<file path="config.mk">
export PLATFORM = sky130hd
export DESIGN_NAME = swo_out_regs
export DESIGN_NICKNAME = d
export VERILOG_FILES = /design/src/rtl/swo_pkg.sv /design/src/rtl/swo_slot.sv /design/src/rtl/swo_rdmux.sv /design/src/rtl/swo_out_regs.sv
export SDC_FILE = /design/constraint.sdc
export NUM_CORES = 1
export LEC_CHECK = 0
export ABC_CLOCK_PERIOD_IN_PS = 1600
export BUFFER_PORTS_ARGS = -buffer_cell sky130_fd_sc_hd__clkbuf_2
export CAP_MARGIN = 40
export CORE_MARGIN = 4
export CORE_UTILIZATION = 45
export CTS_CLUSTER_SIZE = 8
export DETAILED_ROUTE_END_ITERATION = 6
export PLACE_DENSITY = 0.66
export SLEW_MARGIN = 0
export SYNTH_ARGS = -nofsm -noshare
export SYNTH_HDL_FRONTEND = slang
export SYNTH_HIERARCHICAL = 1
export SYNTH_SLANG_ARGS = --single-unit
</file>
<file path="constraint.sdc">
create_clock -name clk_i -period 1.6 [get_ports clk_i]
set_input_delay 0.32 -clock clk_i [delete_from_list [all_inputs] [get_ports clk_i]]
set_output_delay 0.32 -clock clk_i [all_outputs]
set_load 0.01 [all_outputs]
</file>
<file path="src/rtl/swo_pkg.sv">
package swo_pkg;
   typedef logic [7:0] byte_t;

   // Byte of the stored value shown at address offset k of an nb-byte value.
   function automatic int unsigned lane_of(input int unsigned k, input int unsigned nb,
                                           input logic big);
      return big ? (nb - 1 - k) : k;
   endfunction
endpackage

</file>
<file path="src/rtl/swo_slot.sv">
module swo_slot
   import swo_pkg::*;
#(
   parameter int unsigned NB     = 2,
   parameter int unsigned ADDR_W = 8,
   parameter int unsigned BASE   = 32
) (
   input  logic              clk_i,
   input  logic              rst_ni,
   input  logic              bdu_i,
   input  logic              big_i,
   input  logic              smp_vld_i,
   input  logic [NB*8-1:0]   smp_dat_i,
   input  logic              rd_en_i,
   input  logic [ADDR_W-1:0] rd_addr_i,
   output logic              hit_o,
   output byte_t             byte_o,
   output logic [NB*8-1:0]   val_o,
   output logic              frz_o
);
   localparam int unsigned W = NB * 8;
   localparam logic [ADDR_W-1:0] BASE_A = ADDR_W'(BASE);
   localparam logic [ADDR_W-1:0] LAST_A = ADDR_W'(BASE + NB - 1);

   initial begin
      if (NB < 2) $error("swo_slot: NB must be at least 2");
      if (BASE + NB > (1 << ADDR_W)) $error("swo_slot: range exceeds address space");
   end

   logic [W-1:0] val_q;
   logic         seen_lo_q, seen_hi_q;
   logic         end_lo, end_hi, hold, cap;
   byte_t        lane [NB];

   assign end_lo = rd_en_i && (rd_addr_i == BASE_A);
   assign end_hi = rd_en_i && (rd_addr_i == LAST_A);
   assign frz_o  = seen_lo_q | seen_hi_q;
   assign hold   = bdu_i && (frz_o || end_lo || end_hi);
   assign cap    = smp_vld_i && !hold;

   always_ff @(posedge clk_i or negedge rst_ni) begin
      if (!rst_ni) begin
         val_q <= '0;
      end else if (cap) begin
         val_q <= smp_dat_i;
      end
   end

   always_ff @(posedge clk_i or negedge rst_ni) begin
      if (!rst_ni) begin
         seen_lo_q <= 1'b0;
         seen_hi_q <= 1'b0;
      end else if (!bdu_i) begin
         seen_lo_q <= 1'b0;
         seen_hi_q <= 1'b0;
      end else if ((seen_lo_q | end_lo) && (seen_hi_q | end_hi)) begin
         seen_lo_q <= 1'b0;
         seen_hi_q <= 1'b0;
      end else begin
         seen_lo_q <= seen_lo_q | end_lo;
         seen_hi_q <= seen_hi_q | end_hi;
      end
   end

   for (genvar k = 0; k < NB; k++) begin : g_lane
      localparam int unsigned LE = lane_of(k, NB, 1'b0);
      localparam int unsigned BE = lane_of(k, NB, 1'b1);
      assign lane[k] = big_i ? val_q[BE*8 +: 8] : val_q[LE*8 +: 8];
   end

   assign hit_o = (rd_addr_i >= BASE_A) && (rd_addr_i <= LAST_A);

   always_comb begin
      byte_o = '0;
      for (int k = 0; k < NB; k++) begin
         if (rd_addr_i == BASE_A + ADDR_W'(k)) byte_o = lane[k];
      end
   end

   assign val_o = val_q;
endmodule

</file>
<file path="src/rtl/swo_rdmux.sv">
module swo_rdmux
   import swo_pkg::*;
#(
   parameter int unsigned N = 3
) (
   input  logic         clk_i,
   input  logic         rst_ni,
   input  logic         rd_en_i,
   input  logic [N-1:0] hit_i,
   input  logic [N*8-1:0] bytes_i,
   output byte_t        rd_data_o
);
   initial begin
      if (N < 1) $error("swo_rdmux: N must be at least 1");
   end

   byte_t sel;

   always_comb begin
      sel = '0;
      for (int i = 0; i < N; i++) begin
         if (hit_i[i]) sel = sel | bytes_i[i*8 +: 8];
      end
   end

   always_ff @(posedge clk_i or negedge rst_ni) begin
      if (!rst_ni) begin
         rd_data_o <= '0;
      end else if (rd_en_i) begin
         rd_data_o <= sel;
      end
   end
endmodule

</file>
<file path="src/rtl/swo_out_regs.sv">
module swo_out_regs
   import swo_pkg::*;
#(
   parameter int unsigned ADDR_W    = 8,
   parameter int unsigned PRS_BYTES = 3,
   parameter int unsigned TMP_BYTES = 2,
   parameter int unsigned DLT_BYTES = 2,
   parameter int unsigned PRS_BASE  = 32,
   parameter int unsigned TMP_BASE  = 36,
   parameter int unsigned DLT_BASE  = 38
) (
   input  logic                   clk_i,
   input  logic                   rst_ni,
   input  logic                   bdu_i,
   input  logic                   big_endian_i,
   input  logic                   diff_en_i,
   input  logic                   prs_vld_i,
   input  logic [PRS_BYTES*8-1:0] prs_data_i,
   input  logic                   tmp_vld_i,
   input  logic [TMP_BYTES*8-1:0] tmp_data_i,
   input  logic                   dlt_vld_i,
   input  logic [DLT_BYTES*8-1:0] dlt_data_i,
   input  logic                   rd_en_i,
   input  logic [ADDR_W-1:0]      rd_addr_i,
   output logic [7:0]             rd_data_o,
   output logic                   delta_en_o
);
   localparam int unsigned NSLOT = 3;

   initial begin
      if (PRS_BASE + PRS_BYTES > TMP_BASE) $error("swo_out_regs: pressure overlaps temperature");
      if (TMP_BASE + TMP_BYTES > DLT_BASE) $error("swo_out_regs: temperature overlaps delta");
   end

   logic [NSLOT-1:0]      hit;
   logic [NSLOT*8-1:0]    bytes;
   logic [PRS_BYTES*8-1:0] prs_val;
   logic [TMP_BYTES*8-1:0] tmp_val;
   logic [DLT_BYTES*8-1:0] dlt_val;
   logic                   prs_frz, tmp_frz, dlt_frz;

   swo_slot #(.NB(PRS_BYTES), .ADDR_W(ADDR_W), .BASE(PRS_BASE)) u_prs (
      .clk_i, .rst_ni, .bdu_i, .big_i(big_endian_i),
      .smp_vld_i(prs_vld_i), .smp_dat_i(prs_data_i),
      .rd_en_i, .rd_addr_i,
      .hit_o(hit[0]), .byte_o(bytes[0 +: 8]), .val_o(prs_val), .frz_o(prs_frz));

   swo_slot #(.NB(TMP_BYTES), .ADDR_W(ADDR_W), .BASE(TMP_BASE)) u_tmp (
      .clk_i, .rst_ni, .bdu_i, .big_i(big_endian_i),
      .smp_vld_i(tmp_vld_i), .smp_dat_i(tmp_data_i),
      .rd_en_i, .rd_addr_i,
      .hit_o(hit[1]), .byte_o(bytes[8 +: 8]), .val_o(tmp_val), .frz_o(tmp_frz));

   swo_slot #(.NB(DLT_BYTES), .ADDR_W(ADDR_W), .BASE(DLT_BASE)) u_dlt (
      .clk_i, .rst_ni, .bdu_i, .big_i(big_endian_i),
      .smp_vld_i(dlt_vld_i), .smp_dat_i(dlt_data_i),
      .rd_en_i, .rd_addr_i,
      .hit_o(hit[2]), .byte_o(bytes[16 +: 8]), .val_o(dlt_val), .frz_o(dlt_frz));

   swo_rdmux #(.N(NSLOT)) u_mux (
      .clk_i, .rst_ni, .rd_en_i, .hit_i(hit), .bytes_i(bytes), .rd_data_o);

   always_ff @(posedge clk_i or negedge rst_ni) begin
      if (!rst_ni) begin
         delta_en_o <= 1'b0;
      end else begin
         delta_en_o <= diff_en_i;
      end
   end
endmodule


</file>
Word-level counts from Yosys, hierarchy flattened

Cells that the tools add are included.
Widths: inputs -> output; s select.

Order comparisons: 6
Equality and inequality tests: 7
Mux-type cells: 28
Bitwise gates (word level): 11
Reductions and logical operators: 27

Operators by type and width:

| operator           | count |
|---|---|
| $mux 8             | 16 |
| $eq 8x6->1 const B | 7 |
| $ge 8x6->1 const B | 3 |
| $le 8x6->1 const B | 3 |
| $logic_and 1x1->1  | 18 |
| $or 8x8->8         | 2 |
| $mux 1             | 12 |
| $or 1x1->1         | 9 |
| $logic_or 1x1->1   | 6 |
| $logic_not 1->1    | 3 |

Bits in registers: 71
Bits of input ports: 73
Output and inout bits: 9
Word-level logic and storage cells: 90

Logic depth before layout (Yosys ltp)

Gate-level depths: netlist (run 1).

Depth after elaboration: 9
Mapped depth: 7
Depth with buffers taken out: 6

Cells and area by module

The synthesis (run 1) kept the hierarchy.

By module, submodules not included:

| module           | times used | cells an instance | area each (µm²) | sequential area each (µm²) |
|---|---|---|---|---|
| swo_slot (u_prs) | 1          | 181               | 1,595.3         | 650.6 |
| swo_slot (u_tmp) | 1          | 159               | 1,367.6         | 450.4 |
| swo_slot (u_dlt) | 1          | 157               | 1,327.5         | 450.4 |
| swo_rdmux        | 1          | 36                | 385.4           | 200.2 |
| swo_out_regs     | 1          | 1                 | 25.0            | 25.0 |

Least setup slack after synthesis (run 1)

No wires, ideal clock.

Path kind: input -> register
From: input port rd_addr_i[4]
To: register u_mux.rd_data_o[0]
Setup time: 0.077 ns
Arrival time: 1.980 ns
Data required time: 1.523 ns
Setup slack: -0.457 ns
Cell stages on the path: 6
Buffers on the path: 1
Cells stage by stage: or4b_1 or3_1 clkbuf_1 a21oi_1 a222oi_1 a21oi_1

Elaborated cells between the ends (all ways): 28
Classes of those cells: 6 x order compare; 7 x eq/ne; 10 x mux; 2 x bitwise; 3 x reduce/logical

RTL lines:

| what                                            | RTL line           | text |
|---|---|---|
| start: declaration                              | swo_out_regs.sv:24 | `input logic [ADDR_W-1:0] rd_addr_i,` |
| $ge 8x6->1 / $le 8x6->1 (equally long branches) | swo_slot.sv:71     | `assign hit_o = (rd_addr_i >= BASE_A) && (rd_addr_i <= LAST_A);` |
| $logic_and 1x1->1 *                             | swo_slot.sv:71     |  |
| named net hit[0]                                | swo_out_regs.sv:35 | `logic [NSLOT-1:0] hit;` |
| $mux 8 *                                        | swo_rdmux.sv:22    | `if (hit_i[i]) sel = sel \| bytes_i[i*8 +: 8];` |
| $or 8x8->8                                      | swo_rdmux.sv:22    |  |
| $mux 8 *                                        | swo_rdmux.sv:22    |  |
| $or 8x8->8                                      | swo_rdmux.sv:22    |  |
| $mux 8 *                                        | swo_rdmux.sv:22    |  |
| end signal: assignment                          | swo_rdmux.sv:30    | `rd_data_o <= sel;` |
| end: declaration                                | swo_rdmux.sv:11    | `output byte_t rd_data_o` |

The timed path passes the listed nets; every way through them passes the cells marked *.
A chain may end at the register's enable or synchronous reset.

Worst setup path after layout (run 1)

From: input port rd_addr_i[2]
To: register u_prs.val_q[19], in the netlist u_prs/val_o[19]

Longest elaborated chain between the ends: 7
Elaborated cells between the ends (all ways): 9
Classes of those cells: 2 x eq/ne; 7 x reduce/logical

Ends and longest elaborated chain:

| what                   | RTL line       | text |
|---|---|---|
| $eq 8x6->1             | swo_slot.sv:35 | `assign end_lo = rd_en_i && (rd_addr_i == BASE_A);` |
| $logic_and 1x1->1      | swo_slot.sv:35 |  |
| $logic_or 1x1->1       | swo_slot.sv:38 | `assign hold = bdu_i && (frz_o \|\| end_lo \|\| end_hi);` |
| $logic_or 1x1->1 *     | swo_slot.sv:38 |  |
| $logic_and 1x1->1 *    | swo_slot.sv:38 |  |
| $logic_not 1->1 *      | swo_slot.sv:39 | `assign cap = smp_vld_i && !hold;` |
| $logic_and 1x1->1 *    | swo_slot.sv:39 |  |
| end signal: assignment | swo_slot.sv:45 | `val_q <= smp_dat_i;` |
| end: declaration       | swo_slot.sv:30 | `logic [W-1:0] val_q;` |

Every way passes the cells marked *; elsewhere a longest branch is shown, timed or not.

==> metrics.csv, run 1 <==
stage,metric,value,unit
timing,worst_pin_slew,0.5805,ns
clock_network,cts_root_buffer,clkbuf_8,
critical_path,reg2reg_depth,5,
yosys,syn-num-nets,605,
floorplan,io_pins,82,
timing,fin_tns_setup,-3.094,ns
timing,maxSlewHeadroom,61.02,%
final_layout,diodes,0,
final_layout,layout_common_cells,"clkbuf_2, dfrtp_1, nand2_1, o211ai_1, buf_4",
critical_path,path_cells,"buf_6, or4b_4, or4_4, buf_6, buf_16, nand3_2, o211ai_1",
final_layout,area_growth,30.05,%
timing,layout_setup_ws,-0.1231,ns
run,cap_viol_max_count,0,
final_layout,multiInputGateArea,2815,sq um
critical_path,r2r_setup_slack,0.02,ns
critical_path,worstReg2RegStart,u_prs/seen_hi_q,
critical_path,path_class,input port to flip-flop,
placement,port_buffers,81,
route,route.detailed.drc,0,
clock_network,cts_tree,yes,
clock_network,h-tree-depth,3,
final_layout,drive_gt1_share,31.82,%
route,first_pass_iters,5,
final_layout,final_cells,771,
final_layout,final_common_cell,clkbuf_2,
grt,antenna_found_initial,0,
status,violations,setup timing,
critical_path,slowest_delay,0.52,ns
timing,max_freq,580.3,MHz
yosys,postSynthCellCount,532,
timing,drv_slew,0,
clock_network,cts_num_sinks,71,
critical_path,crit_required,1.83,ns
power_and_ir_drop,power_density,750.5,nW/um^2
grt,track_usage,25.71,%
critical_path,cp.depth,7,
floorplan,die_x,110.1,microns
grt,grt_pass1_wl,24280,microns
grt,grt_pass1_vias,4704,
yosys,synth_area,4688,sq um
critical_path,cp.arrival,1.95,ns
timing,fin_hold_ws,0.06851,ns
floorplan,core,9955,sq um
power_and_ir_drop,leakage,2.703,nW
hold_path,hold_path_class,input port to flip-flop,
critical_path,crit_fanout,6,
critical_path,worst_r2r_endpoint,u_prs/val_o[18],
final_layout,nets,706,
final_layout,postLayoutCellArea,6097,sq um
hold_path,min_path_cells,1,
timing,rsz0062_at_grt,yes,
grt,grt_max_degree,42,
status,run_status,"complete, but fails checks",
route,drt_iter0_drc,530,
route,via_per_inst,6.354,
grt,gr-total-overflow,0,
critical_path,endpoint_kind,flip-flop,
clock_network,cts_max_path_buffers,2,
hold_path,worstHoldStart,diff_en_i,
floorplan,start_util,47.10,%
timing,finClkSkew,0.006919,ns
timing,min_period,1.723,ns
clock_network,clk_pin_slew_worst_paths,0.08,ns
placement,dp.cells,743,
floorplan,chipHeight,110.1,microns
placement,post-dp-hpwl,9926,microns
critical_path,slowest_stage,or4b_4,
timing,hold_viol_final,0,
floorplan,dieArea,12120,sq um
critical_path,start_kind,input port,
timing,setup_viol,34,
critical_path,critPathBufInv,3,
yosys,postSynthAreaPerCell,8.812,sq um
power_and_ir_drop,ir_drop,0.3465,mV
critical_path,cp_top_family,simple AND/OR/NAND/NOR gates,
hold_path,min_to,delta_en_o,
final_layout,fillers,837,
route,drtAntennaViolNets,0,
route,routed-via-count,4899,
placement,gp_congestion,0.8371,
timing,finalCritPeriodShare,107.7,%
critical_path,timing.critical_path.mode_cell,buf_6,
final_layout,seq_area,1777,sq um
yosys,yosys_warnings,6,
placement,place_area,5485,sq um
route,wl,15360,microns
clock_network,cts_buffers,9,
clock_network,insertion_delay,0.36,ns
floorplan,rows,36,
route,wl_per_cell,19.92,microns
==> repair_timing <==
item / 4_1_cts / 5_1_grt
resized for setup: 22 / 20
gates cloned: 6 / 1
endpoints found under the hold margin: 71 / 0
pin swaps: 24 / 23
hold buffers: 1 / 0
setup endpoints to repair: 34 / 34
buffers inserted: 2 / 2
==> where the power goes <==
group | switching, mW | leakage [nW] | internal (mW)
Clock | 0.715 | 0.0981 | 0.754
Combinational | 0.539 | 1.76 | 0.449
Sequential | 0.158 | 0.846 | 1.96
Total | 1.41 | 2.70 | 3.16
==> worst max-delay path by stage <==
stage	slack, ns	startpoint	to
floorplan	-0.32	rd_addr_i[6]	u_mux/rd_data_o[0]
global placement	-0.48	rd_addr_i[6]	u_mux/rd_data_o[4]
detailed placement	-0.59	rd_addr_i[4]	u_prs/seen_lo_q
CTS	-0.08	rd_addr_i[6]	u_mux/rd_data_o[6]
global route	-0.18	rd_addr_i[1]	u_mux/rd_data_o[1]
finish	-0.12	rd_addr_i[2]	u_prs/val_o[19]
==> layer usage <==
metal | part of all wire, % | vias to the layer above | track usage, %
li1 | - | 2271 | -
met2 | 47 | 237 | 40.29
met5 | 0 | - | 0
met1 | 43 | 2363 | 34.86
met4 | 2.3 | 0 | 10.69
met3 | 7.4 | 28 | 4.892
==> sequential cells by signal (all words and copies together) (netlist names) <==
register	count
u_prs/val_o	24
u_dlt/val_o	16
u_tmp/val_o	16
u_mux/rd_data_o	8
delta_en_o	1
u_dlt/seen_hi_q	1
u_dlt/seen_lo_q	1
u_prs/seen_hi_q	1
u_prs/seen_lo_q	1
u_tmp/seen_hi_q	1
u_tmp/seen_lo_q	1
==> cell type report <==
cell class	instances	area share, %
Clock buffer	10	2.257
Clock inverter	6	0.9850
Inverter	6	0.4104
Multi-Input combinational cell	403	46.17
Sequential cell	71	29.14
Tap cell	133	2.729
Timing Repair Buffer	142	18.30
==> stage by stage <==
step / power, mW / worst slack [ns] / utilization (%)
6_report: 4.576 / -0.1231 / 61.25
4_1_cts: 4.542 / -0.08458 / 59.80
3_5_place_dp: 3.066 / -0.5903 / 55.10
5_1_grt: 4.797 / -0.1774 / 61.25
2_1_floorplan: 2.618 / -0.3218 / -
3_3_place_gp: 3.039 / -0.4783 / 55.10
(Power assumes the default switching activity.)
==> inputs of run 2 (changes only) <==
CORE_UTILIZATION = 57   (was 45)
PLACE_DENSITY = 0.81   (was 0.66)
==> run 2 against run 1 <==
Against the previous run:
- the flow finishes with violations (hold timing, setup timing)
- setup slack worse by 0.064 ns
- power is 0.90% higher
- combinational power is 4% higher
- critical endpoint is now u_mux/rd_data_o[5]
- highest routed layer unchanged
==> metrics.csv, run 2 (synthesis results as in run 1) <==
stage,metric,value,unit
clock_network,cts_buffers,9,
critical_path,path_cells,"clkbuf_2, buf_6, xor2_4, buf_12, mux2i_2, a2bb2oi_1, nor2_1, a222oi_1, a21oi_1",
floorplan,chipHeight,98.69,microns
final_layout,largest_register_ff_count,24,
final_layout,multiInputGateArea,2915,sq um
timing,layout_setup_ws,-0.1873,ns
timing,worst_pin_slew,0.6072,ns
clock_network,cts_tree,yes,
floorplan,start_util,59.74,%
route,first_pass_iters,6,
timing,hold_viol_final,15,
timing,max_freq,559.5,MHz
route,top_layer_used,met4,
run,cap_viol_max_count,0,
critical_path,worst_r2r_endpoint,u_prs/val_o[21],
clock_network,ctsHoldBuffers,0,
floorplan,io_pins,82,
critical_path,crit_start,rd_addr_i[1],
timing,fin_hold_ws,-0.02093,ns
route,dr_wl_met3,1485,microns
final_layout,drive_gt1_share,33.28,%
critical_path,endpoint_kind,flip-flop,
clock_network,clk_pin_slew_worst_paths,0.08,ns
status,violations,"hold timing, setup timing",
placement,post-dp-hpwl,9512,microns
floorplan,rows,32,
placement,gp_congestion,0.9116,
grt,gr-total-overflow,0,
clock_network,cts_max_path_buffers,2,
critical_path,slowest_delay,0.39,ns
timing,maxSlewHeadroom,59.23,%
placement,port_buffers,81,
power_and_ir_drop,ir_drop,0.5202,mV
clock_network,h-tree-depth,3,
clock_network,cts_root_buffer,clkbuf_8,
timing,finClkSkew,0.01298,ns
critical_path,start_kind,input port,
critical_path,worstReg2RegStart,u_prs/seen_hi_q,
route,drt_iter0_drc,673,
grt,grt_max_degree,72,
critical_path,reg2reg_depth,5,
floorplan,core,7848,sq um
route,routedLengthMet1,6257,microns
final_layout,seq_area,1777,sq um
route,via_per_inst,6.996,
critical_path,slowest_stage,a222oi_1,
critical_path,r2r_setup_slack,-0.07,ns
route,wl_per_cell,21.53,microns
critical_path,path_class,input port to flip-flop,
route,routed-via-count,5149,
clock_network,insertion_delay,0.35,ns
placement,dp_slack,-0.6006,ns
status,run_status,"complete, but fails checks",
critical_path,cp.arrival,1.99,ns
final_layout,layout_common_cells,"clkbuf_2, dfrtp_1, nand2_1, o211ai_1, buf_4",
timing,setup_viol,34,
floorplan,die_x,98.69,microns
critical_path,crit_fanout,8,
critical_path,crit_required,1.80,ns
final_layout,diodes,0,
power_and_ir_drop,leakage,2.703,nW
final_layout,area_growth,30.72,%
clock_network,cts_num_sinks,71,
final_layout,fillers,552,
grt,track_usage,31.16,%
route,wl,15840,microns
timing,min_period,1.787,ns
grt,antenna_found_initial,0,
route,drtAntennaViolNets,0,
route,route.detailed.drc,0,
grt,grt_pass1_wl,24840,microns
power_and_ir_drop,power_density,753.3,nW/um^2
timing,rsz0062_at_grt,yes,
route,wl_met2,7587,microns
timing,finalCritPeriodShare,111.7,%
hold_path,hold_path_class,input port to async pin,
critical_path,crit_end,u_mux/rd_data_o[5],
timing,drv_slew,0,
floorplan,dieArea,9740,sq um
grt,grt_pass1_vias,4978,
final_layout,nets,702,
final_layout,final_common_cell,clkbuf_2,
power_and_ir_drop,total_power,4.617,mW
-- run 2: worst max-delay path, delay by kind of cell --
family / cells / cell delay [ns]
xor gates and xnor gates: 1 / 0.17
AOI/OAI and AO/OA: 3 / 0.72
muxes: 1 / 0.29
and+or+nand+nor: 1 / 0.09
buffers and inverters: 3 / 0.41
-- run 2: power by group --
group	switching [mW]	total [mW]	internal, mW
clock	0.732	1.45	0.723
sequential	0.168	2.13	1.96
combinational	0.569	1.03	0.465
-- run 2: how the worst min path moves through the flow --
| stage | startpoint | endpoint | slack, ns | cells past startpoint |
|---|---|---|---|---|
| final | rst_ni | u_prs/val_o[2] | -0.02 | 2 |
| after global routing | rst_ni | u_prs/val_o[7] | 0.02 | 2 |
| after CTS | rst_ni | u_prs/val_o[6] | 0.009 | 2 |
| after detailed placement | rst_ni | u_prs/val_o[22] | 0.39 | 2 |
| after global placement | rst_ni | u_prs/val_o[2] | 0.38 | 2 |
| after floorplan | rst_ni | delta_en_o | 0.02 | 0 |
-- run 2: stage by stage --
step | cell area, sq um | TNS [ns] | utilization, % | instances
after floorplan | 4713 | -9.399 | - | 532
after global placement | 5444 | -16.08 | 69.37 | 710
after detailed placement | 5444 | -18.09 | 69.37 | 710
after CTS | 5974 | -2.246 | 76.13 | 735
after global routing | 6128 | -4.346 | 78.09 | 736
final | 6128 | -3.496 | 78.09 | 736
-- run 2: final cells by class --
type,count,share of cell area [%]
repair buffers,137,17.68
inverters,6,0.4492
flip-flops and latches,71,28.99
well taps,102,2.082
clock buffers,9,2.021
multi-input cells,404,47.57
clock inverters,7,1.205
-- run 2: metal layers --
layer / global-route usage [%] / vias up
li1: - / 2263
met1: 42.35 / 2501
met2: 47.58 / 341
met3: 6.369 / 44
met4: 15.23 / 0
met5: 0 / -
-- run 2: timing repair --
action                                  in CTS  in global routing
resized for setup                           35                 24
pin swaps                                   42                 18
endpoints found under the setup margin      34                 34
cloned                                       5                  2
setup buffers                                4                  0
hold endpoints to repair                     0                  0
